### config.mk
export PLATFORM = sky130hd
export DESIGN_NAME = sclk_divider
export DESIGN_NICKNAME = d
export VERILOG_FILES = /design/src/rtl/sclkdiv_pkg.sv /design/src/rtl/sclkdiv_reload_reg.sv /design/src/rtl/sclkdiv_phase_calc.sv /design/src/rtl/sclkdiv_phase_ctr.sv /design/src/rtl/sclk_divider.sv
export SDC_FILE = /design/constraint.sdc
export NUM_CORES = 1
export LEC_CHECK = 0
export BUFFER_PORTS_ARGS = -buffer_cell sky130_fd_sc_hd__buf_4
export CORE_MARGIN = 1.5
export CORE_UTILIZATION = 45
export DETAILED_ROUTE_END_ITERATION = 10
export GPL_TIMING_DRIVEN = 0
export PLACE_DENSITY = 0.71
export SLEW_MARGIN = 20
export SYNTH_ARGS = -nofsm -noshare
export SYNTH_HDL_FRONTEND = slang
export SYNTH_HIERARCHICAL = 1
export SYNTH_SLANG_ARGS = --single-unit
### constraint.sdc
create_clock -name clk -period 7 [get_ports clk]
set_clock_uncertainty 0.1 [all_clocks]
set_input_delay 1.05 -clock clk [delete_from_list [all_inputs] [get_ports clk]]
set_output_delay 1.05 -clock clk [all_outputs]
set_load 0.1 [all_outputs]
### src/rtl/sclkdiv_pkg.sv
// Shared types for the serial clock divider.
// Assumes: the serial clock level is the same as the phase encoding.
package sclkdiv_pkg;
    typedef enum logic {
        PH_LOW  = 1'b0,
        PH_HIGH = 1'b1
    } phase_e;
endpackage

### src/rtl/sclkdiv_reload_reg.sv
// Staging register for the reload value. A single strobe loads the whole word.
// Assumes: WORD_W >= RELOAD_W; bits above RELOAD_W are dropped.
module sclkdiv_reload_reg #(
    parameter int RELOAD_W = 15,
    parameter int WORD_W   = 16
) (
    input  logic                clk,
    input  logic                rst_n,
    input  logic                wr_en,
    input  logic [WORD_W-1:0]   wr_data,
    output logic [RELOAD_W-1:0] reload
);
    localparam int DROP_W = WORD_W - RELOAD_W;

    // Purpose: load the low field of the written word in one access.
    always_ff @(posedge clk) begin
        if (!rst_n)
            reload <= '0;
        else if (wr_en)
            reload <= wr_data[RELOAD_W-1:0];
    end

    generate
        if (DROP_W > 0) begin : g_drop
            logic unused_hi;
            // Purpose: mark the dropped upper bits as intentionally unused.
            assign unused_hi = ^wr_data[WORD_W-1:RELOAD_W];
        end
    endgenerate

    assert_capture_R7: assert property (@(posedge clk) disable iff (!rst_n)
        wr_en |=> (reload == $past(wr_data[RELOAD_W-1:0])));

    assert_hold_R7: assert property (@(posedge clk) disable iff (!rst_n)
        !wr_en |=> $stable(reload));
endmodule

### src/rtl/sclkdiv_phase_calc.sv
// Works out the HIGH and LOW phase lengths for a reload value.
// Assumes: the caller samples the results only at a period boundary.
module sclkdiv_phase_calc #(
    parameter int RELOAD_W = 15
) (
    input  logic [RELOAD_W-1:0] reload,
    input  logic                inv,
    output logic [RELOAD_W-1:0] high_len,
    output logic [RELOAD_W-1:0] low_len
);
    logic [RELOAD_W-1:0] eff;
    logic [RELOAD_W-1:0] half;
    logic                eff_odd;

    // Purpose: use 1 in place of a zero reload, then split the period.
    always_comb begin
        eff     = (reload == '0) ? RELOAD_W'(1) : reload;
        half    = eff >> 1;
        eff_odd = eff[0];
        if (eff_odd) begin
            high_len = half + RELOAD_W'(1);
            low_len  = half + RELOAD_W'(1);
        end else if (inv) begin
            high_len = half;
            low_len  = half + RELOAD_W'(1);
        end else begin
            high_len = half + RELOAD_W'(1);
            low_len  = half;
        end
    end
endmodule

### src/rtl/sclkdiv_phase_ctr.sv
// Phase down-counter: runs the HIGH phase, then the LOW phase, and gives
// a tick at the start of every period.
// Assumes: high_len and low_len are at least 1 and are valid at every edge.
module sclkdiv_phase_ctr
    import sclkdiv_pkg::*;
#(
    parameter int RELOAD_W = 15
) (
    input  logic                clk,
    input  logic                rst_n,
    input  logic                run_en,
    input  logic [RELOAD_W-1:0] high_len,
    input  logic [RELOAD_W-1:0] low_len,
    output logic                load,
    output logic                sclk,
    output logic                tick
);
    phase_e              phase;
    logic                running;
    logic [RELOAD_W-1:0] cnt;
    logic [RELOAD_W-1:0] low_len_q;
    logic                period_end;

    // Purpose: find the last cycle of a period and the moment to start one.
    always_comb begin
        period_end = running && (phase == PH_LOW) && (cnt == '0);
        load       = run_en && (!running || period_end);
    end

    // Purpose: step the phase counter and drive the registered outputs.
    always_ff @(posedge clk) begin
        if (!rst_n) begin
            running   <= 1'b0;
            phase     <= PH_HIGH;
            cnt       <= '0;
            low_len_q <= '0;
            tick      <= 1'b0;
        end else if (!run_en) begin
            running   <= 1'b0;
            phase     <= PH_HIGH;
            cnt       <= '0;
            tick      <= 1'b0;
        end else if (load) begin
            running   <= 1'b1;
            phase     <= PH_HIGH;
            cnt       <= high_len - RELOAD_W'(1);
            low_len_q <= low_len;
            tick      <= 1'b1;
        end else begin
            tick <= 1'b0;
            if (cnt != '0) begin
                cnt <= cnt - RELOAD_W'(1);
            end else begin
                phase <= PH_LOW;
                cnt   <= low_len_q - RELOAD_W'(1);
            end
        end
    end

    // Purpose: the serial clock level is the phase.
    assign sclk = (phase == PH_HIGH);

    assert_idle_R9: assert property (@(posedge clk) disable iff (!rst_n)
        !run_en |=> (sclk && !tick));

    assert_single_tick_R2: assert property (@(posedge clk) disable iff (!rst_n)
        tick |=> !tick);

    assert_rise_tick_R2: assert property (@(posedge clk) disable iff (!rst_n)
        ($rose(sclk) && $past(run_en)) |-> tick);

    assert_tick_high_R10: assert property (@(posedge clk) disable iff (!rst_n)
        tick |-> sclk);

    assert_low_frozen_R8: assert property (@(posedge clk) disable iff (!rst_n)
        !load |=> $stable(low_len_q));
endmodule

### src/rtl/sclk_divider.sv
// Top of the reloadable serial clock divider. Connects the staging register,
// the phase length calculation and the phase counter.
// Assumes: the invert input is a quasi-static setting and is sampled at boundaries.
module sclk_divider #(
    parameter int RELOAD_W = 15,
    parameter int WORD_W   = 16
) (
    input  logic              clk,
    input  logic              rst_n,
    input  logic              run_en,
    input  logic              clk_inv,
    input  logic              wr_en,
    input  logic [WORD_W-1:0] wr_data,
    output logic              sclk,
    output logic              bit_tick
);
    logic [RELOAD_W-1:0] staged;
    logic [RELOAD_W-1:0] high_len;
    logic [RELOAD_W-1:0] low_len;
    logic                load;

    sclkdiv_reload_reg #(.RELOAD_W(RELOAD_W), .WORD_W(WORD_W)) reg_i (
        .clk     (clk),
        .rst_n   (rst_n),
        .wr_en   (wr_en),
        .wr_data (wr_data),
        .reload  (staged)
    );

    sclkdiv_phase_calc #(.RELOAD_W(RELOAD_W)) calc_i (
        .reload   (staged),
        .inv      (clk_inv),
        .high_len (high_len),
        .low_len  (low_len)
    );

    sclkdiv_phase_ctr #(.RELOAD_W(RELOAD_W)) ctr_i (
        .clk      (clk),
        .rst_n    (rst_n),
        .run_en   (run_en),
        .high_len (high_len),
        .low_len  (low_len),
        .load     (load),
        .sclk     (sclk),
        .tick     (bit_tick)
    );

    assert_load_starts_R2: assert property (@(posedge clk) disable iff (!rst_n)
        load |=> (bit_tick && sclk));
endmodule

==> impl_metrics.env <==
export IMPL_finalPower_mw=0.7679
export IMPL_cts_sinks=48
export IMPL_finalSetupViolations=0
export IMPL_async_flop_share=0
export IMPL_die_w_um=87.52
export IMPL_hp_class="flip-flop to flip-flop"
export IMPL_worst_pin_slew_ns=0.8144
export IMPL_avgSynthCellArea_sq_um=8.306
export IMPL_cts_hold_buf=0
export IMPL_grt_pass1_wl_mm=13.77
export IMPL_dp_hpwl_mm=6.293
export IMPL_initial_core_util=0.4705
export IMPL_die_area_sq_um=7659
export IMPL_area_growth_pct=12.69
export IMPL_cts_resized_gates=0
export IMPL_core_area_sq_um=6832
export IMPL_fin_hold_ws_ns=0.3145
export IMPL_cts_buffers_inserted=5
export IMPL_post_cts_buffers=0
export IMPL_root_buffer="clkbuf_8"
export IMPL_yosysTopAreaCell="dfxtp_1"
export IMPL_crit_slowest_cell="nor4_2"
export IMPL_ys_types=60
export IMPL_cp_end_kind="flip-flop"
export IMPL_antenna_found_initial=0
export IMPL_htreeDepth=2
export IMPL_cp_max_fo=9
export IMPL_worst_path_buf_inv=4
export IMPL_fin_crit_ns=3.504
export IMPL_routedWlPerCell_um=16.30
export IMPL_yosysTopAreaCellShare=0.2989
export IMPL_port_buffers=20
export IMPL_synth_warnings=6
export IMPL_rsz0062_at_grt="false"
export IMPL_num_fill_cells=666
export IMPL_worstPathCellList="nor4_2 > and4_1 > buf_6 > a21oi_2 > inv_1 > buf_1 > nor2_1 > a21oi_1 > ha_1 > inv_1 > a31oi_2 > nand3_1 > nor3_2 > mux2i_1"
export IMPL_cp_common_cell="inv_1"
export IMPL_p_per_area_nw_per_um2=212.0
export IMPL_critPathTopFamily="simple AND/OR/NAND/NOR gates"
export IMPL_drive_above_1_share=0.1855
export IMPL_final_nets=437
export IMPL_post_route_drc_count=0
export IMPL_crit_required_ns=7.14
export IMPL_ir_worst_vdd_mv=0.1029
export IMPL_cts_buffer_depth=2
export IMPL_tns_ns=0
export IMPL_status="finished, final reports clean"
export IMPL_die_y_um=87.52
export IMPL_cts_tree="yes"
export IMPL_slew_headroom=0.4554
export IMPL_clkLatencyLatePin_ns=0.31
export IMPL_final_hold_viol_count=0
export IMPL_max_freq_mhz=285.4
export IMPL_path_clk_slew_ns=0.10
export IMPL_grt_ovfl_total=0
export IMPL_via_count=2987
export IMPL_grt_use_total=0.2301
export IMPL_ioPinCount=23
export IMPL_drt_pass1_iter_count=4
export IMPL_synth_ff_type="dfxtp_1"
export IMPL_reg2reg_slack_ns=3.50
export IMPL_postRouteAntennaNets=0
export IMPL_via_per_inst=5.845
export IMPL_ys_top_cells_by_area="dfxtp_1 (30%), mux2i_1 (5.9%), nand2_1 (5.4%)"
export IMPL_grt_max_degree=17
export IMPL_place_gp_congestion=0.9119
export IMPL_synth_edf_count=0
export IMPL_diodes=0
export IMPL_arrival_ns=3.65
export IMPL_drv_slew=0
export IMPL_seqCellArea_sq_um=960.9
export IMPL_syn_nets=410
export IMPL_finalCritPeriodShare=0.5005
export IMPL_multi_input_area_sq_um=2069
export IMPL_maxCapViolations=0
export IMPL_grt_pass1_vias=2809
export IMPL_critical_path_class="flip-flop to flip-flop"
export IMPL_routed_wl_mm=8.330
export IMPL_netlist_instances=387
export IMPL_synth_seq_area_share=0.2989
export IMPL_cpPeakStageDelay_ns=0.40
export IMPL_startpoint_type="flip-flop"
export IMPL_p_leak_nw=1.329
export IMPL_drt_initial_drc_count=225
export IMPL_rows=30
export IMPL_synth_seq_cells=48
export IMPL_netlist_area_sq_um=3214
## cell usage after synthesis (7+ instances only)
cell type	instances
xnor2_1	7
nand3_1	8
clkbuf_1	9
a21o_1	7
a21oi_1	24
nand4_1	10
a21boi_0	15
mux2i_1	19
nand2_1	46
nand2b_1	7
or2_2	7
nor2_1	33
dfxtp_1	48
o21ai_0	11
nor3b_1	14
nor2b_1	16
## logic make-up (layout without fill, tap and decap cells)
kind of cell,count (synthesis),in the layout,synth area share
AOI/OAI and AO/OA,98,98,0.2339
xor gates and xnor gates,8,8,0.02180
adders and majority gates,2,2,0.007784
buffers and inverters,30,58,0.05722
DFF,48,48,0.2989
muxes,21,21,0.06851
and+or+nand+nor,180,180,0.3118
## worst paths after layout
| kind | start | depth (start not counted) | to |
|---|---|---|---|
| max | ctr_i/cnt[8] | 14 | ctr_i/cnt[14] |
| max reg2reg | ctr_i/cnt[8] | 14 | ctr_i/cnt[14] |
| min | ctr_i/running | 1 | ctr_i/sclk |
| min reg2reg | ctr_i/running | 1 | ctr_i/sclk |
## metal layers
metal / up-vias / global-route usage / wire (um) / part of all wire
li1: 1459 / - / - / -
met1: 1430 / 0.3225 / 3855 / 0.46
met2: 85 / 0.3671 / 3854 / 0.46
met3: 13 / 0.03223 / 450 / 0.054
met4: 0 / 0.06926 / 170 / 0.020
met5: - / 0 / 0 / 0
## per-stage QoR
| stage | setup slack (ns) | area, sq um | instances | util |
|---|---|---|---|---|
| after global routing | 3.321 | 3622 | 511 | 0.5302 |
| after detailed placement | 3.268 | 3485 | 503 | 0.5101 |
| after floorplan | 3.886 | 3214 | 387 | - |
| final | 3.496 | 3622 | 511 | 0.5302 |
| after global placement | 3.295 | 3485 | 503 | 0.5101 |
| after CTS | 3.561 | 3622 | 511 | 0.5302 |
## power by group
group	leakage (nW)	internal, mW	switching (mW)	total (mW)
Clock	0.0687	0.144	0.106	0.250
Sequential	0.393	0.290	0.0193	0.309
Combinational	0.867	0.0880	0.121	0.209
Total	1.33	0.522	0.246	0.768
## layout by cell type (no fill, tap or decap), drive strengths merged, types with 2 or more instances in the layout
cell type	synthesis	final
nor4	7	7
o31ai	7	7
a21oi	25	25
mux2	2	2
dfxtp	48	48
ha	2	2
and4	5	5
nand2	46	46
or2	9	9
a21boi	15	15
a21o	7	7
nor2	33	33
bufinv	0	2
and3	3	3
inv	3	4
o32ai	6	6
or2b	2	2
mux2i	19	19
o221ai	8	8
buf	17	37
nand2b	7	7
xnor2	7	7
and2b	2	2
o22ai	3	3
nor3	7	7
o21a	2	2
or3	3	3
nor3b	15	15
nand3	10	10
nor2b	16	16
o21ai	20	20
a31oi	2	2
clkbuf	9	14
and2	4	4
nand4	10	10
## flip-flops by register name (all words and copies together), names as in the netlist
register / cells
ctr_i/tick: 1
ctr_i/cnt: 15
ctr_i/low_len_q: 15
ctr_i/sclk: 1
ctr_i/running: 1
reg_i/reload: 15
## final cells by class
class                      instances  area share
sequential                        48      0.2653
inverter                           4    0.004145
multi-input combinational        309      0.5713
tap                               96     0.03316
clock buffer                       5     0.01900
timing repair buffer              20     0.04145
clock inverter                     3     0.01900
buffer                            26     0.04663
Note: power is estimated with default switching activity, not from simulation.
